### config.mk
export PLATFORM = sky130hd
export DESIGN_NAME = gspwm_ctrl
export DESIGN_NICKNAME = d
export VERILOG_FILES = /design/src/rtl/gspwm_pkg.sv /design/src/rtl/gspwm_serin.sv /design/src/rtl/gspwm_refsel.sv /design/src/rtl/gspwm_core.sv /design/src/rtl/gspwm_ctrl.sv
export SDC_FILE = /design/constraint.sdc
export NUM_CORES = 1
export LEC_CHECK = 0
export BUFFER_PORTS_ARGS = -buffer_cell sky130_fd_sc_hd__buf_2
export CORE_ASPECT_RATIO = 1.5
export CORE_UTILIZATION = 60
export DETAILED_ROUTE_END_ITERATION = 8
export GPL_ROUTABILITY_DRIVEN = 1
export HOLD_SLACK_MARGIN = 0.02
export PLACE_DENSITY = 0.76
export SYNTH_ARGS = -nofsm -noshare
export SYNTH_HDL_FRONTEND = slang
export SYNTH_HIERARCHICAL = 1
export SYNTH_SLANG_ARGS = --single-unit
### constraint.sdc
create_clock -name clk -period 5.05 [get_ports clk]
set_input_delay 0.2525 -clock clk [delete_from_list [all_inputs] [get_ports clk]]
set_output_delay 0.2525 -clock clk [all_outputs]
set_load 0.01 [all_outputs]
### src/rtl/gspwm_pkg.sv
`timescale 1ns/1ps
package gspwm_pkg;
  localparam int CFG_BITS = 4;

  // packed low to high: timing reset, external ref, rising update, blank
  typedef struct packed {
    logic blank;
    logic out_rise;
    logic ref_ext;
    logic tmg_rst;
  } gspwm_cfg_t;
endpackage

### src/rtl/gspwm_serin.sv
`timescale 1ns/1ps
module gspwm_serin
  import gspwm_pkg::*;
#(
  parameter int NCH      = 12,
  parameter int GSW      = 16,
  parameter int IDW      = 16,
  parameter int MIN_IDLE = 8,
  localparam int WW      = NCH * GSW + CFG_BITS
) (
  input  logic          clk,
  input  logic          rst_n,
  input  logic          ser_clk,
  input  logic          ser_dat,
  output logic          lat_p,
  output logic [WW-1:0] word
);
  localparam int            TW       = IDW + 4;
  localparam logic [IDW-1:0] IDLE_MAX = '1;
  localparam logic [TW-1:0]  THR_MIN  = TW'(MIN_IDLE);

  logic           sclk_d;
  logic           armed;
  logic           rise;
  logic [IDW-1:0] idle;
  logic [IDW-1:0] per;
  logic [IDW-1:0] idle_inc;
  logic [TW-1:0]  thr_raw;
  logic [TW-1:0]  thr;
  logic [TW-1:0]  gap;

  always_comb begin
    rise     = ser_clk & ~sclk_d;
    idle_inc = (idle == IDLE_MAX) ? IDLE_MAX : idle + 1'b1;
    thr_raw  = {1'b0, per, 3'b000};
    thr      = (thr_raw < THR_MIN) ? THR_MIN : thr_raw;
    gap      = TW'(idle) + 1'b1;
    lat_p    = armed & ~rise & (gap >= thr);
  end

  always_ff @(posedge clk or negedge rst_n) begin
    if (!rst_n) begin
      sclk_d <= 1'b0;
      armed  <= 1'b0;
      idle   <= '0;
      per    <= IDLE_MAX;
      word   <= '0;
    end else begin
      sclk_d <= ser_clk;
      if (rise) begin
        word  <= {word[WW-2:0], ser_dat};
        idle  <= '0;
        per   <= armed ? idle_inc : IDLE_MAX;
        armed <= 1'b1;
      end else begin
        idle <= idle_inc;
        if (lat_p) armed <= 1'b0;
      end
    end
  end
endmodule

### src/rtl/gspwm_refsel.sv
`timescale 1ns/1ps
module gspwm_refsel #(
  parameter int HALF_DIV = 1
) (
  input  logic clk,
  input  logic rst_n,
  input  logic use_ext,
  input  logic ext_clk,
  output logic ref_rise,
  output logic ref_fall
);
  logic int_ref;
  logic ref_prev;
  logic ref_lvl;

  generate
    if (HALF_DIV <= 1) begin : g_toggle
      always_ff @(posedge clk or negedge rst_n) begin
        if (!rst_n) int_ref <= 1'b0;
        else        int_ref <= ~int_ref;
      end
    end else begin : g_divider
      localparam int DW = $clog2(HALF_DIV);
      localparam logic [DW-1:0] LAST = DW'(HALF_DIV - 1);
      logic [DW-1:0] div;
      always_ff @(posedge clk or negedge rst_n) begin
        if (!rst_n) begin
          div     <= '0;
          int_ref <= 1'b0;
        end else if (div == LAST) begin
          div     <= '0;
          int_ref <= ~int_ref;
        end else begin
          div <= div + 1'b1;
        end
      end
    end
  endgenerate

  always_comb begin
    ref_lvl  = use_ext ? ext_clk : int_ref;
    ref_rise = ref_lvl & ~ref_prev;
    ref_fall = ~ref_lvl & ref_prev;
  end

  always_ff @(posedge clk or negedge rst_n) begin
    if (!rst_n) ref_prev <= 1'b0;
    else        ref_prev <= ref_lvl;
  end
endmodule

### src/rtl/gspwm_core.sv
`timescale 1ns/1ps
module gspwm_core #(
  parameter int NCH = 12,
  parameter int GSW = 16,
  localparam int GSB = NCH * GSW
) (
  input  logic           clk,
  input  logic           rst_n,
  input  logic           ref_rise,
  input  logic           ref_fall,
  input  logic           restart,
  input  logic           out_rise,
  input  logic           blank,
  input  logic [GSB-1:0] gs_flat,
  output logic [NCH-1:0] ch_on,
  output logic [GSW-1:0] cnt
);
  logic [NCH-1:0] hit;
  logic [NCH-1:0] cmp_r;
  logic [NCH-1:0] cmp_f;

  generate
    for (genvar g = 0; g < NCH; g++) begin : g_cmp
      assign hit[g] = (cnt < gs_flat[g*GSW +: GSW]);
    end
  endgenerate

  always_ff @(posedge clk or negedge rst_n) begin
    if (!rst_n) begin
      cnt   <= '0;
      cmp_r <= '0;
      cmp_f <= '0;
    end else if (restart) begin
      cnt   <= '0;
      cmp_r <= '0;
      cmp_f <= '0;
    end else begin
      if (ref_fall) cmp_f <= cmp_r;
      if (ref_rise) begin
        cmp_r <= hit;
        cnt   <= cnt + 1'b1;
      end
    end
  end

  always_comb begin
    if (blank)         ch_on = '0;
    else if (out_rise) ch_on = cmp_r;
    else               ch_on = cmp_f;
  end
endmodule

### src/rtl/gspwm_ctrl.sv
`timescale 1ns/1ps
module gspwm_ctrl
  import gspwm_pkg::*;
#(
  parameter int NCH          = 12,
  parameter int GSW          = 16,
  parameter int IDW          = 16,
  parameter int MIN_IDLE     = 8,
  parameter int REF_HALF_DIV = 1
) (
  input  logic           clk,
  input  logic           rst_n,
  input  logic           ser_clk,
  input  logic           ser_dat,
  input  logic           gs_ext_clk,
  output logic [NCH-1:0] ch_on
);
  localparam int GSB = NCH * GSW;
  localparam int WW  = GSB + CFG_BITS;

  logic           lat_p;
  logic [WW-1:0]  word;
  gspwm_cfg_t     cfg_in;
  gspwm_cfg_t     cfg_q;
  logic [GSB-1:0] gs_q;
  logic           restart;
  logic           ref_rise;
  logic           ref_fall;
  logic [GSW-1:0] cnt;

  gspwm_serin #(
    .NCH(NCH), .GSW(GSW), .IDW(IDW), .MIN_IDLE(MIN_IDLE)
  ) u_serin (
    .clk(clk), .rst_n(rst_n), .ser_clk(ser_clk), .ser_dat(ser_dat),
    .lat_p(lat_p), .word(word)
  );

  assign cfg_in  = gspwm_cfg_t'(word[GSB +: CFG_BITS]);
  assign restart = lat_p & (cfg_in.tmg_rst | (cfg_in.blank ^ cfg_q.blank));

  always_ff @(posedge clk or negedge rst_n) begin
    if (!rst_n) begin
      cfg_q <= '0;
      gs_q  <= '0;
    end else if (lat_p) begin
      cfg_q <= cfg_in;
      gs_q  <= word[GSB-1:0];
    end
  end

  gspwm_refsel #(.HALF_DIV(REF_HALF_DIV)) u_ref (
    .clk(clk), .rst_n(rst_n), .use_ext(cfg_q.ref_ext), .ext_clk(gs_ext_clk),
    .ref_rise(ref_rise), .ref_fall(ref_fall)
  );

  gspwm_core #(.NCH(NCH), .GSW(GSW)) u_core (
    .clk(clk), .rst_n(rst_n), .ref_rise(ref_rise), .ref_fall(ref_fall),
    .restart(restart), .out_rise(cfg_q.out_rise), .blank(cfg_q.blank),
    .gs_flat(gs_q), .ch_on(ch_on), .cnt(cnt)
  );
endmodule

==> key figures <==
Global routing
  – GR Util met1: approximately 33%
  – GRT Total Usage: 26.7%
  – Met2 Use GR: a little under half
  – First-pass GRT wire length: between 80000 and 90000 um
  – Largest net degree at the start of global routing: between 150 and 200
  – Gr busiest metal: met2
  – Number of global-route vias before repair: roughly 17000
  – Grt ovf: 0
  – Antenna violations before repair: 0
  – GR met3 Demand/Resource: 3.38%

Critical path
  – Worst EP arrival: between 4 and 5 ns
  – CP Capture Type: flop
  – Critical Path Start Type: flop
  – CP max FO: 28
  – Critical path class: flop to flop
  – CP Cell Sequence: ha_1 > and2_1 > and2_1 > and4_1 > xnor2_1 > inv_1 > ha_1 > inv_1 > o211ai_1 > a31oi_1 > o2bb2ai_1 > and3_4 > o21a_2 > buf_4 > o2111a_1 > nand3_1 > or3_1 > a21oi_1
  – Worst path slowest cell: dfrtp_1
  – Crit-path max cell delay: approximately 0.43 ns
  – CP Data Required Time: roughly 5.5 ns
  – Delay-heaviest family, CP: simple AND/OR/NAND/NOR gates
  – Worst Path Buf+Inv: 3

Clock tree
  – Clock sinks: 467
  – Post-CTS resize count: 0
  – Clock Pin Slew Worst Setup and Hold Paths: approximately 0.060 ns
  – Hold buffer count at CTS: 4
  – CTS tree: built
  – CTS Buf Count: 46
  – CTS Buffer Depth: 3
  – Worst skew pair latency: 0.57 ns
  – Htree depth: 2
  – Setup bufs post-CTS: 0
  – CTS root buffer: clkbuf_16

Layout
  – # fillers: about 3000
  – Area delta synth->final: 8.30%
  – Finished Core Util: between 60% and 70%
  – Non-Filler Instances: 2792
  – Nets: roughly 2500
  – Number of antenna diodes: 0
  – Layout cells sized above 1: ~16%

Floorplan
  – Rows: 89
  – Core Region: around 39000 um2
  – Total die area: a little over 40000 um2
  – Die height: 247 um
  – Die width: around 170 um
  – Io pins: 17
  – Starting Density: between 60% and 70%

Power and ir drop
  – Logic pwr share: 3.8%
  – Internal Power: around 5900 uW
  – Cell Pwr Density: ~290 nW/um2
  – Reg power frac: between 50% and 60%
  – Net switching power: 1700 uW
  – Maximum VDD drop: 0.305 mV
  – Pleak: 0.0131 uW
  – Sw Ratio: 22.5%
  – Power share of the clock group: ~45%

Synthesis
  – Top-area cell type share of the netlist area: 47.2%
  – Synth top cells by count: nand2_1 (604), dfrtp_1 (451), inv_1 (227)
  – Synth top area cells: dfrtp_1 (47%), ha_1 (10%), nand2_1 (9.5%)
  – Synth Register Bits: between 400 and 500
  – Syn Area/Cell: between 10 and 15 um2
  – Netlist cell types: between 50 and 60
  – Post-synthesis sequential area ratio: 48.9%
  – Ys async rst share: 100%
  – Syn Inst Count: 2257
  – Number of synthesized flops with an enable pin: 0
  – Yosys warns: 6
  – Post-synth net total: between 2000 and 2500
  – Top FF cell, synth: dfrtp_1
  – Synthesized area: about 24000 um2
  – Top-count cell post-synth: nand2_1
  – Post-synth top area cell: dfrtp_1

Detailed routing
  – DRC violations left: 0
  – Routed Antenna Nets: 0
  – Vias: 16112
  – Routed len/inst: approximately 19 um
  – Total Wirelength: 52000 um
  – Vias per cell: 5.77
  – Iter 0 DRT Violations: 1278
  – DRT Pass-1 Iters: 6

Placement
  – Post-Place Worst Slack: between 0.7 and 0.8 ns
  – Number of buffers added on ports: 16
  – DP Cell Count: approximately 2700
  – HPWL after DPL: around 32000 um
  – Placer Congestion: approximately 0.81

STA
  – Fmax: around 230 MHz
  – Final worst-path cycle share: between 80% and 90%
  – Fin. Hold Viols: 0
  – Hold slack: between 0.3 and 0.4 ns
  – RSZ-0062 raised after global routing: false
  – Clock skew: ~0.016 ns
  – Slew HR: between 10% and 20%
  – Max-slew violations: 0
  – Tightest Pin Transition: roughly 1.2 ns
  – Final worst setup slack: a little over 0.7 ns
  – Setup TNS: 0 ns
  – Final min period: 4.34 ns
  – # setup viols final: 0

Job
  – Total of max-cap violations: 0

Status
  – Outcome: complete, no violations

Hold path
  – Hold Crit Class: input pin to async pin
[final cells by class]
type	instances	area (um2)	area share, %
sequential	467	11700	45.2
clock buffer	69	1370	5.28
tap	500	626	2.42
timing repair buffer	41	350	1.35
clock inverter	12	125	0.483
inverter	227	852	3.29
multi-input combinational	1476	10900	42.0
[cells in the final DEF (no fill, tap or decap), types with 6 or more instances in the layout]
cell type,netlist,final
o21ai_0,8,8
a31oi_1,27,27
o21a_1,10,9
dfstp_2,16,16
xnor2_1,13,13
a2111oi_4,7,7
buf_2,10,15
dfrtp_1,451,451
buf_4,2,16
nor2_1,75,74
inv_1,227,227
nand2b_1,8,7
mux2i_1,26,26
o2111ai_1,24,24
nor4_1,9,9
clkbuf_8,0,11
clkbuf_16,0,47
xor2_1,14,14
a21oi_1,58,58
a21o_1,24,24
or2_1,6,6
nand3_1,19,19
mux2_4,139,139
mux2_2,56,56
o32ai_1,7,7
a2111oi_0,8,8
nor3_1,12,12
nor2b_1,15,14
nand2b_4,8,9
clkbuf_1,54,11
nand2_1,604,604
ha_1,197,197
nand4_1,57,57
[registers in the layout, summed over array words and instances, names as in the netlist, 3 cells and up]
| name | cells |
|---|---|
| u_core/cnt | 16 |
| u_serin/word | 196 |
| u_core/cmp_r | 12 |
| cfg_q | 3 |
| u_serin/idle | 16 |
| u_core/cmp_f | 12 |
| gs_q | 192 |
| u_serin/per | 16 |
[per-stage QoR]
| step | area, um2 | total power (uW) |
|---|---|---|
| after floorplan | 23900 | 4090 |
| after global placement | 24400 | 4210 |
| after detailed placement | 24400 | 4230 |
| after CTS | 25900 | 7630 |
| after global routing | 25900 | 7820 |
| final | 25900 | 7570 |
[layer usage]
metal  part of all wire [%]  wire [um]
met1                     41      21100
met3                    4.2       2210
met5                      0          0
met4                    5.1       2660
met2                     50      26000
[power by group through the flow]
stage | combinational (uW) | sequential, uW | clock (uW)
after global routing | 332 | 3880 | 3610
final | 288 | 3870 | 3410
after CTS | 294 | 3870 | 3470
after floorplan | 165 | 3920 | 0
after detailed placement | 289 | 3940 | 0
after global placement | 280 | 3940 | 0
[final timing paths]
path	to	slack, ns	depth (start not counted)	startpoint
min	u_serin/word[103]	0.31	2	rst_n
max reg2reg	u_core/cnt[14]	0.71	18	u_serin/idle[0]
min reg2reg	u_ref/int_ref	0.44	1	u_ref/int_ref
max	u_core/cnt[14]	0.71	18	u_serin/idle[0]
max in group asynchronous	u_serin/word[1]	3.35	3	rst_n
min in group clk	u_serin/sclk_d	0.42	2	ser_clk
[logic make-up (layout without fill, tap and decap cells)]
kind of cell / Yosys count / in the layout / share of synthesized area, %
fa+ha+maj: 197 / 197 / 10.3
mux: 222 / 222 / 12.5
compound gates: 199 / 199 / 6.69
xor+xnor: 27 / 27 / 0.989
buf+inv: 314 / 349 / 5.71
simple gates: 831 / 831 / 14.9
flops: 467 / 467 / 48.9
Note: power is estimated with default switching activity, not from simulation.
